`config.mk`:
```
export PLATFORM = sky130hd
export DESIGN_NAME = crit_quota_splitter
export DESIGN_NICKNAME = d
export VERILOG_FILES = /design/src/rtl/qs_pkg.sv /design/src/rtl/qs_miss_counter.sv /design/src/rtl/qs_divider.sv /design/src/rtl/qs_level_quant.sv /design/src/rtl/crit_quota_splitter.sv
export SDC_FILE = /design/constraint.sdc
export NUM_CORES = 2
export LEC_CHECK = 0
export BUFFER_PORTS_ARGS = -buffer_cell sky130_fd_sc_hd__buf_2
export CORE_UTILIZATION = 35
export CTS_BUF_LIST = sky130_fd_sc_hd__clkbuf_4 sky130_fd_sc_hd__clkbuf_8 sky130_fd_sc_hd__clkbuf_16
export CTS_CLUSTER_DIAMETER = 50
export DETAILED_ROUTE_END_ITERATION = 10
export GPL_TIMING_DRIVEN = 0
export HOLD_SLACK_MARGIN = 0.15
export PLACE_DENSITY = 0.6
export RECOVER_POWER = 50
export SYNTH_ARGS = -nofsm -noshare
export SYNTH_HDL_FRONTEND = slang
export SYNTH_SLANG_ARGS = --single-unit
export TNS_END_PERCENT = 10
```
`constraint.sdc`:
```
create_clock -name clk -period 18.3 [get_ports clk]
set_input_delay 3.66 -clock clk [delete_from_list [all_inputs] [get_ports clk]]
set_output_delay 3.66 -clock clk [all_outputs]
set_load 0.1 [all_outputs]
```
`src/rtl/qs_pkg.sv`:
```
package qs_pkg;

    typedef enum logic [2:0] {
        S_IDLE,
        S_SCORE,
        S_LAUNCH,
        S_WAIT,
        S_PUBLISH
    } split_state_e;

    typedef enum logic [1:0] {
        D_IDLE,
        D_RUN,
        D_DONE
    } div_state_e;

endpackage

```
`src/rtl/qs_miss_counter.sv`:
```
module qs_miss_counter #(
    parameter int CNT_W = 16
) (
    input  logic             clk,
    input  logic             rst_n,
    input  logic             evt,
    input  logic             period_end,
    output logic [CNT_W-1:0] snap_o
);
    localparam logic [CNT_W-1:0] MAXV = '1;

    logic [CNT_W-1:0] cnt_q;

    always_ff @(posedge clk) begin
        if (!rst_n) begin
            cnt_q  <= '0;
            snap_o <= '0;
        end else if (period_end) begin
            snap_o <= cnt_q;
            cnt_q  <= {{(CNT_W-1){1'b0}}, evt};
        end else if (evt && cnt_q != MAXV) begin
            cnt_q <= cnt_q + 1'b1;
        end
    end


    sat_hold_chk: assert property (@(posedge clk) disable iff (!rst_n)
        (!period_end && cnt_q == MAXV) |=> (cnt_q == MAXV));


    boundary_restart_chk: assert property (@(posedge clk) disable iff (!rst_n)
        period_end |=> (cnt_q <= 1 && snap_o == $past(cnt_q)));


    no_wrap_chk: assert property (@(posedge clk) disable iff (!rst_n)
        !$past(period_end) |-> (cnt_q >= $past(cnt_q)));

endmodule

```
`src/rtl/qs_divider.sv`:
```
module qs_divider
    import qs_pkg::*;
#(
    parameter int NUM_W = 36,
    parameter int DEN_W = 27
) (
    input  logic             clk,
    input  logic             rst_n,
    input  logic             start,
    input  logic [NUM_W-1:0] num,
    input  logic [DEN_W-1:0] den,
    output logic             done,
    output logic [NUM_W-1:0] quot
);
    localparam int IT_W = $clog2(NUM_W + 1);
    localparam int PW   = NUM_W + DEN_W + 1;

    div_state_e state_q, state_d;
    logic [NUM_W-1:0] n_q, quo_q;
    logic [DEN_W-1:0] d_q;
    logic [DEN_W:0]   rem_q;
    logic [IT_W-1:0]  it_q;
    logic [DEN_W:0]   trial;
    logic             ge;

    assign trial = {rem_q[DEN_W-1:0], quo_q[NUM_W-1]};
    assign ge    = (trial >= {1'b0, d_q});

    always_comb begin
        state_d = state_q;
        unique case (state_q)
            D_IDLE: if (start) state_d = D_RUN;
            D_RUN:  if (it_q == IT_W'(NUM_W - 1)) state_d = D_DONE;
            D_DONE: state_d = D_IDLE;
            default: state_d = D_IDLE;
        endcase
    end

    always_ff @(posedge clk) begin
        if (!rst_n) state_q <= D_IDLE;
        else        state_q <= state_d;
    end

    always_ff @(posedge clk) begin
        if (!rst_n) begin
            n_q   <= '0;
            d_q   <= '0;
            quo_q <= '0;
            rem_q <= '0;
            it_q  <= '0;
        end else begin
            unique case (state_q)
                D_IDLE: if (start) begin
                    n_q   <= num;
                    d_q   <= den;
                    quo_q <= num;
                    rem_q <= '0;
                    it_q  <= '0;
                end
                D_RUN: begin
                    quo_q <= {quo_q[NUM_W-2:0], ge};
                    rem_q <= ge ? (trial - {1'b0, d_q}) : trial;
                    it_q  <= it_q + 1'b1;
                end
                default: ;
            endcase
        end
    end

    assign done = (state_q == D_DONE);
    assign quot = quo_q;

    logic [PW-1:0] recon;
    assign recon = PW'(quo_q) * PW'(d_q) + PW'(rem_q);


    div_exact_chk: assert property (@(posedge clk) disable iff (!rst_n)
        done |-> (recon == PW'(n_q) && rem_q < {1'b0, d_q}));

endmodule

```
`src/rtl/qs_level_quant.sv`:
```
module qs_level_quant #(
    parameter int SHARE_W = 11,
    parameter int QFRAC   = 8,
    parameter int LEVELS  = 8
) (
    input  logic [SHARE_W-1:0]        share,
    output logic [$clog2(LEVELS)-1:0] idx
);
    localparam int LVL_W = $clog2(LEVELS);
    localparam int STEP_SH = QFRAC - LVL_W;
    localparam logic [SHARE_W-1:0] ONE = SHARE_W'(1) << QFRAC;

    logic [SHARE_W-1:0] k;

    always_comb begin
        k = share >> STEP_SH;
        if (share >= ONE)   idx = LVL_W'(LEVELS - 1);
        else if (k == '0)   idx = '0;
        else                idx = LVL_W'(k - 1'b1);
    end

endmodule

```
`src/rtl/crit_quota_splitter.sv`:
```
module crit_quota_splitter
    import qs_pkg::*;
#(
    parameter int NCORES  = 4,
    parameter int CNT_W   = 16,
    parameter int RATIO_W = 8,
    parameter int QFRAC   = 8,
    parameter int LEVELS  = 8,
    localparam int GQ_W   = QFRAC + 1 + $clog2(NCORES),
    localparam int LVL_W  = $clog2(LEVELS)
) (
    input  logic                    clk,
    input  logic                    rst_n,
    input  logic [NCORES-1:0]       hit_evt,
    input  logic [NCORES-1:0]       miss_evt,
    input  logic                    period_end,
    input  logic [GQ_W-1:0]         group_quota,
    input  logic [RATIO_W-1:0]      penalty_ratio,
    input  logic [NCORES-1:0]       member_mask,
    output logic [NCORES*LVL_W-1:0] level_o,
    output logic                    level_valid
);
    localparam int RFRAC  = 4;
    localparam int CRIT_W = CNT_W + RATIO_W + 1;
    localparam int SUM_W  = CRIT_W + $clog2(NCORES);
    localparam int NUM_W  = CRIT_W + GQ_W;
    localparam int DEN_W  = SUM_W;
    localparam int IDX_W  = $clog2(NCORES);
    localparam int MC_W   = $clog2(NCORES + 1);
    localparam logic [GQ_W-1:0] ONE = GQ_W'(1) << QFRAC;

    split_state_e state_q, state_d;

    logic [CNT_W-1:0]   snap_hit  [NCORES];
    logic [CNT_W-1:0]   snap_miss [NCORES];
    logic [CRIT_W-1:0]  crit_c    [NCORES];
    logic [CRIT_W-1:0]  crit_q    [NCORES];
    logic [LVL_W-1:0]   pend_q    [NCORES];
    logic [SUM_W-1:0]   sum_c, sum_q;
    logic [MC_W-1:0]    cnt_c, cnt_q;
    logic [GQ_W-1:0]    gq_q;
    logic [RATIO_W-1:0] ratio_q;
    logic [NCORES-1:0]  mask_q;
    logic [IDX_W-1:0]   idx_q;

    logic               div_start, div_done;
    logic [NUM_W-1:0]   div_num, div_quot;
    logic [DEN_W-1:0]   div_den;
    logic [GQ_W-1:0]    share;
    logic [LVL_W-1:0]   share_idx;

    // event counters, two per core
    for (genvar g = 0; g < NCORES; g++) begin : g_cnt
        qs_miss_counter #(.CNT_W(CNT_W)) u_hit (
            .clk(clk), .rst_n(rst_n), .evt(hit_evt[g]),
            .period_end(period_end), .snap_o(snap_hit[g])
        );
        qs_miss_counter #(.CNT_W(CNT_W)) u_miss (
            .clk(clk), .rst_n(rst_n), .evt(miss_evt[g]),
            .period_end(period_end), .snap_o(snap_miss[g])
        );
    end

    // criticality scores
    always_comb begin
        sum_c = '0;
        cnt_c = '0;
        for (int i = 0; i < NCORES; i++) begin
            crit_c[i] = (CRIT_W'(snap_hit[i]) << RFRAC)
                      + CRIT_W'(snap_miss[i]) * CRIT_W'(ratio_q);
            if (mask_q[i]) begin
                sum_c = sum_c + SUM_W'(crit_c[i]);
                cnt_c = cnt_c + 1'b1;
            end
        end
    end

    // division operands for the current core
    always_comb begin
        if (!mask_q[idx_q]) begin
            div_num = '0;
            div_den = DEN_W'(1);
        end else if (sum_q == '0) begin
            div_num = NUM_W'(gq_q);
            div_den = DEN_W'(cnt_q);
        end else begin
            div_num = NUM_W'(crit_q[idx_q]) * NUM_W'(gq_q);
            div_den = DEN_W'(sum_q);
        end
    end

    assign div_start = (state_q == S_LAUNCH);

    qs_divider #(.NUM_W(NUM_W), .DEN_W(DEN_W)) u_div (
        .clk(clk), .rst_n(rst_n), .start(div_start),
        .num(div_num), .den(div_den), .done(div_done), .quot(div_quot)
    );

    assign share = div_quot[GQ_W-1:0];

    qs_level_quant #(.SHARE_W(GQ_W), .QFRAC(QFRAC), .LEVELS(LEVELS)) u_quant (
        .share(share), .idx(share_idx)
    );

    // next state
    always_comb begin
        state_d = state_q;
        unique case (state_q)
            S_IDLE:    if (period_end) state_d = S_SCORE;
            S_SCORE:   state_d = (cnt_c == '0) ? S_PUBLISH : S_LAUNCH;
            S_LAUNCH:  state_d = S_WAIT;
            S_WAIT:    if (div_done)
                           state_d = (idx_q == IDX_W'(NCORES - 1)) ? S_PUBLISH : S_LAUNCH;
            S_PUBLISH: state_d = S_IDLE;
            default:   state_d = S_IDLE;
        endcase
    end

    always_ff @(posedge clk) begin
        if (!rst_n) state_q <= S_IDLE;
        else        state_q <= state_d;
    end

    // datapath and outputs
    always_ff @(posedge clk) begin
        if (!rst_n) begin
            gq_q        <= '0;
            ratio_q     <= '0;
            mask_q      <= '0;
            sum_q       <= '0;
            cnt_q       <= '0;
            idx_q       <= '0;
            level_o     <= '0;
            level_valid <= 1'b0;
            for (int i = 0; i < NCORES; i++) begin
                crit_q[i] <= '0;
                pend_q[i] <= '0;
            end
        end else begin
            level_valid <= 1'b0;
            unique case (state_q)
                S_IDLE: if (period_end) begin
                    gq_q    <= group_quota;
                    ratio_q <= penalty_ratio;
                    mask_q  <= member_mask;
                end
                S_SCORE: begin
                    sum_q <= sum_c;
                    cnt_q <= cnt_c;
                    idx_q <= '0;
                    for (int i = 0; i < NCORES; i++) begin
                        crit_q[i] <= crit_c[i];
                        pend_q[i] <= '0;
                    end
                end
                S_WAIT: if (div_done) begin
                    pend_q[idx_q] <= mask_q[idx_q] ? share_idx : '0;
                    idx_q         <= idx_q + 1'b1;
                end
                S_PUBLISH: begin
                    level_valid <= 1'b1;
                    for (int i = 0; i < NCORES; i++)
                        level_o[i*LVL_W +: LVL_W] <= pend_q[i];
                end
                default: ;
            endcase
        end
    end


    valid_pulse_chk: assert property (@(posedge clk) disable iff (!rst_n)
        level_valid |=> !level_valid);


    level_hold_chk: assert property (@(posedge clk) disable iff (!rst_n)
        !level_valid |-> $stable(level_o));

    for (genvar g = 0; g < NCORES; g++) begin : g_chk

        nonmember_zero_chk: assert property (@(posedge clk) disable iff (!rst_n)
            (level_valid && !mask_q[g]) |-> (level_o[g*LVL_W +: LVL_W] == '0));


        single_pass_chk: assert property (@(posedge clk) disable iff (!rst_n)
            (level_valid && mask_q == NCORES'(1 << g) && gq_q >= ONE)
                |-> (level_o[g*LVL_W +: LVL_W] == LVL_W'(LEVELS - 1)));
    end

endmodule

```
==> reports/qor.yml <==
io_pins: 47
multi_input_area_mm2: 0.0372
grt_pass1_vias: 42100
antenna_found_initial: 10
max-cap-violations: 2
nFillCells: 15200
avgSynthCellArea_um2: 8.83
crit_path_start: "ratio_q[0]"
drt_wl_total_um: 168000
ys.flop_type: "dfxtp_1"
root_buffer: "clkbuf_16"
cts_hold_buf: 0
num_rows: 142
hold_ws_ns: 0.456
syn_area_mm2: 0.0531
critPathKind: "flop to flop"
cts_resized: 0
grt_pass1_wl_um: 256000
crit_path_max_incr_delay_ns: 0.70
violations: "max-capacitance violations, max-slew violations"
place.gp.congestion: 0.981
yosys_warnings: 0
clock_latency_ns: 0.68
fmax_mhz: 81.8
min_period_over_period_pct: 66.8
core_mm2: 0.150
grt_max_degree: 76
ys_types: 80
hp-start: "level_o[9]"
ant_nets: 0
grt_usage_pct: 22.0
drt-pass1-iter-count: 6
tightest_slew_ns: 3.92
hpwl_um: 137000
cp.required_ns: 18.85
clock-sinks: 539
route.detailed.drc: 0
overflow: 0
cts_tree: "yes"
synth_edf_count: 112
slowest_stage: "clkbuf_1"
end_kind: "flop"
die_h_um: 391
relSlewSlack_pct: -161
slew_violations: 87
power.density_mw_per_mm2: 59.1
drive_gt1_share_pct: 4.20
critPathCapture: "sum_q[26]"
cts_post_setup_buffers_inserted: 0
via_count: 42500
outcome: "finished, violations left"
viasPerCell: 5.18
dieArea_mm2: 0.153
seqCellArea_mm2: 0.0119
hold_viol: 0
power.leakage_nw: 26.1
reg2reg_slack_ns: 6.07
clock_path_buffers: 3
worstPathMaxFanout: 10
min_path_type: "flop to flop"
setup_viol: 0
rsz0062_at_grt: "no"
synth_cells: 6012
critical_path_arrival_ns: 12.77
syn_nets: 7041
skew_ns: 0.0427
fin_tns_setup_ns: 0
port_buffers: 45
start_util_pct: 35.4
worst_setup_hold_path_clk_slew_ns: 0.06
drt_iter0_drc: 2882
cts_max_level: 3
r2r_cells: 44
ys_seq_elements: 539
crit_path_start_kind: "flop"
die_w_um: 391
numCtsBuffers: 74
r2r_end: "sum_q[26]"
ir_drop_v: 0.0000632
syn2layout_area_growth_pct: 9.97
num-nets-final: 7165
worstReg2RegStart: "ratio_q[0]"
ys_seq_area_share_pct: 22.4
min_period_ns: 12.23
synthArstFlopShare_pct: 0
wl_per_cell_um: 20.4
[sequential cells by signal, indices dropped and copies added (netlist names), 3 cells and up, named ones only]
| name | count |
|---|---|
| ratio_q | 8 |
| pend_q | 12 |
| level_o | 12 |
| g_cnt.u_hit.snap_o | 64 |
| crit_q | 100 |
| gq_q | 11 |
| u_div.quot | 36 |
| state_q | 3 |
| g_cnt.u_miss.snap_o | 64 |
| mask_q | 4 |
| u_div.rem_q | 27 |
| g_cnt.u_hit.cnt_q | 64 |
| u_div.d_q | 27 |
| g_cnt.u_miss.cnt_q | 64 |
| u_div.it_q | 6 |
| cnt_q | 3 |
| sum_q | 27 |
[critical path: cells and delay by family (launching register included)]
family	cells	cell delay [ns]
AO/OA/AOI/OAI	15	3.87
adder cells (fa/ha/maj)	9	3.43
buffers and inverters	9	2.22
XOR/XNOR	4	1.25
AND/OR/NAND/NOR	7	1.01
flip-flops	1	0.31
[layout make-up]
type | instances | share of cell area [%]
repair buffers | 48 | 0.401
diodes | 4 | 0.0171
flip-flops and latches | 539 | 20.4
multi-input cells | 4412 | 63.7
inverters | 774 | 4.98
well taps | 2016 | 4.32
clock inverters | 40 | 0.778
clock buffers | 94 | 3.53
plain buffers | 287 | 1.85
[where the power goes]
group	total [mW]	internal (mW)	switching, mW
logic	0.690	0.213	0.476
registers	1.28	1.26	0.0257
clock network	1.47	0.863	0.612
total	3.45	2.33	1.11
[synth_stat cells (7+ instances only)]
| cell | n | share of area (%) |
|---|---|---|
| a211oi_1 | 28 | 0.40 |
| a21boi_0 | 9 | 0.13 |
| a21o_1 | 70 | 0.99 |
| a21oi_1 | 290 | 2.7 |
| a22oi_1 | 23 | 0.33 |
| a311oi_1 | 8 | 0.13 |
| a31oi_1 | 46 | 0.54 |
| and2_1 | 474 | 5.6 |
| and3_1 | 66 | 0.78 |
| buf_1 | 23 | 0.16 |
| clkbuf_1 | 261 | 1.8 |
| dfxtp_1 | 427 | 16 |
| edfxtp_1 | 112 | 6.3 |
| fa_1 | 614 | 23 |
| ha_1 | 381 | 9.0 |
| inv_1 | 772 | 5.5 |
| mux2_2 | 28 | 0.59 |
| mux2i_1 | 161 | 3.0 |
| mux4_2 | 26 | 1.1 |
| nand2_1 | 712 | 5.0 |
| nand2b_1 | 29 | 0.34 |
| nand3_1 | 128 | 1.2 |
| nand4_1 | 39 | 0.46 |
| nor2_1 | 474 | 3.4 |
| nor2b_1 | 16 | 0.19 |
| nor3_1 | 54 | 0.51 |
| nor4_1 | 12 | 0.14 |
| o211ai_1 | 24 | 0.34 |
| o21a_1 | 26 | 0.37 |
| o21ai_0 | 173 | 1.6 |
| o21bai_1 | 23 | 0.33 |
| o22a_1 | 9 | 0.15 |
| o22ai_1 | 10 | 0.12 |
| o31a_1 | 7 | 0.12 |
| o31ai_1 | 21 | 0.30 |
| or2_2 | 17 | 0.20 |
| or3_1 | 44 | 0.52 |
| xnor2_1 | 137 | 2.3 |
| xor2_1 | 137 | 2.3 |
[through the flow]
| step | cells | setup WS, ns | power [mW] | instance area, µm² | util [%] |
|---|---|---|---|---|---|
| finish | 8214 | 6.07 | 3.45 | 58400 | 38.9 |
| global route | 8210 | 5.41 | 3.59 | 58400 | 38.9 |
| CTS | 8210 | 6.26 | 3.47 | 58400 | 38.9 |
| detailed placement | 8076 | 6.28 | 1.99 | 55900 | 37.2 |
| global placement | 8073 | 6.30 | 1.98 | 55800 | 37.2 |
| floorplan | 6012 | 9.07 | 1.75 | 53100 | - |
[worst min-delay path by stage]
stage / cells past startpoint / slack (ns) / endpoint
global route: 2 / 0.47 / level_o[3]
floorplan: 2 / 0.43 / u_div.d_q[17]
finish: 2 / 0.46 / level_o[9]
CTS: 2 / 0.45 / level_o[9]
detailed placement: 2 / 0.45 / level_o[9]
global placement: 2 / 0.44 / level_o[9]
[placed cells by master (no fill, tap or decap), drive strengths merged, types with 26 or more instances in the layout]
master and count:
inv 791, nand2 712, fa 614, and2 474, nor2 474, dfxtp 427
ha 381, clkbuf 370, a21oi 291, o21ai 177, mux2i 161, xor2 137
xnor2 137, nand3 128, edfxtp 112, a21o 70, and3 66, buf 59
nor3 54, a31oi 47, or3 44, nand4 39, mux2 30, nand2b 29
a211oi 28, o21a 26, mux4 26
[layer usage]
layer	share of wire, %	up-vias	wire [µm]	GRT usage (%)
met3	6.2	299	10300	3.40
met2	45	1289	75800	35.5
met1	44	21100	73600	29.2
met4	4.7	4	7800	9.07
li1	-	19800	-	-
met5	0.028	-	47	0
[cells by family after synthesis]
kind of cell    share of synthesized area (%)
mux                                      4.79
fa+ha+maj                                32.1
flops                                    22.4
compound gates                           10.0
xor+xnor                                 4.52
buf+inv                                  7.51
simple gates                             18.6
Power figures use the tool's default switching activity.
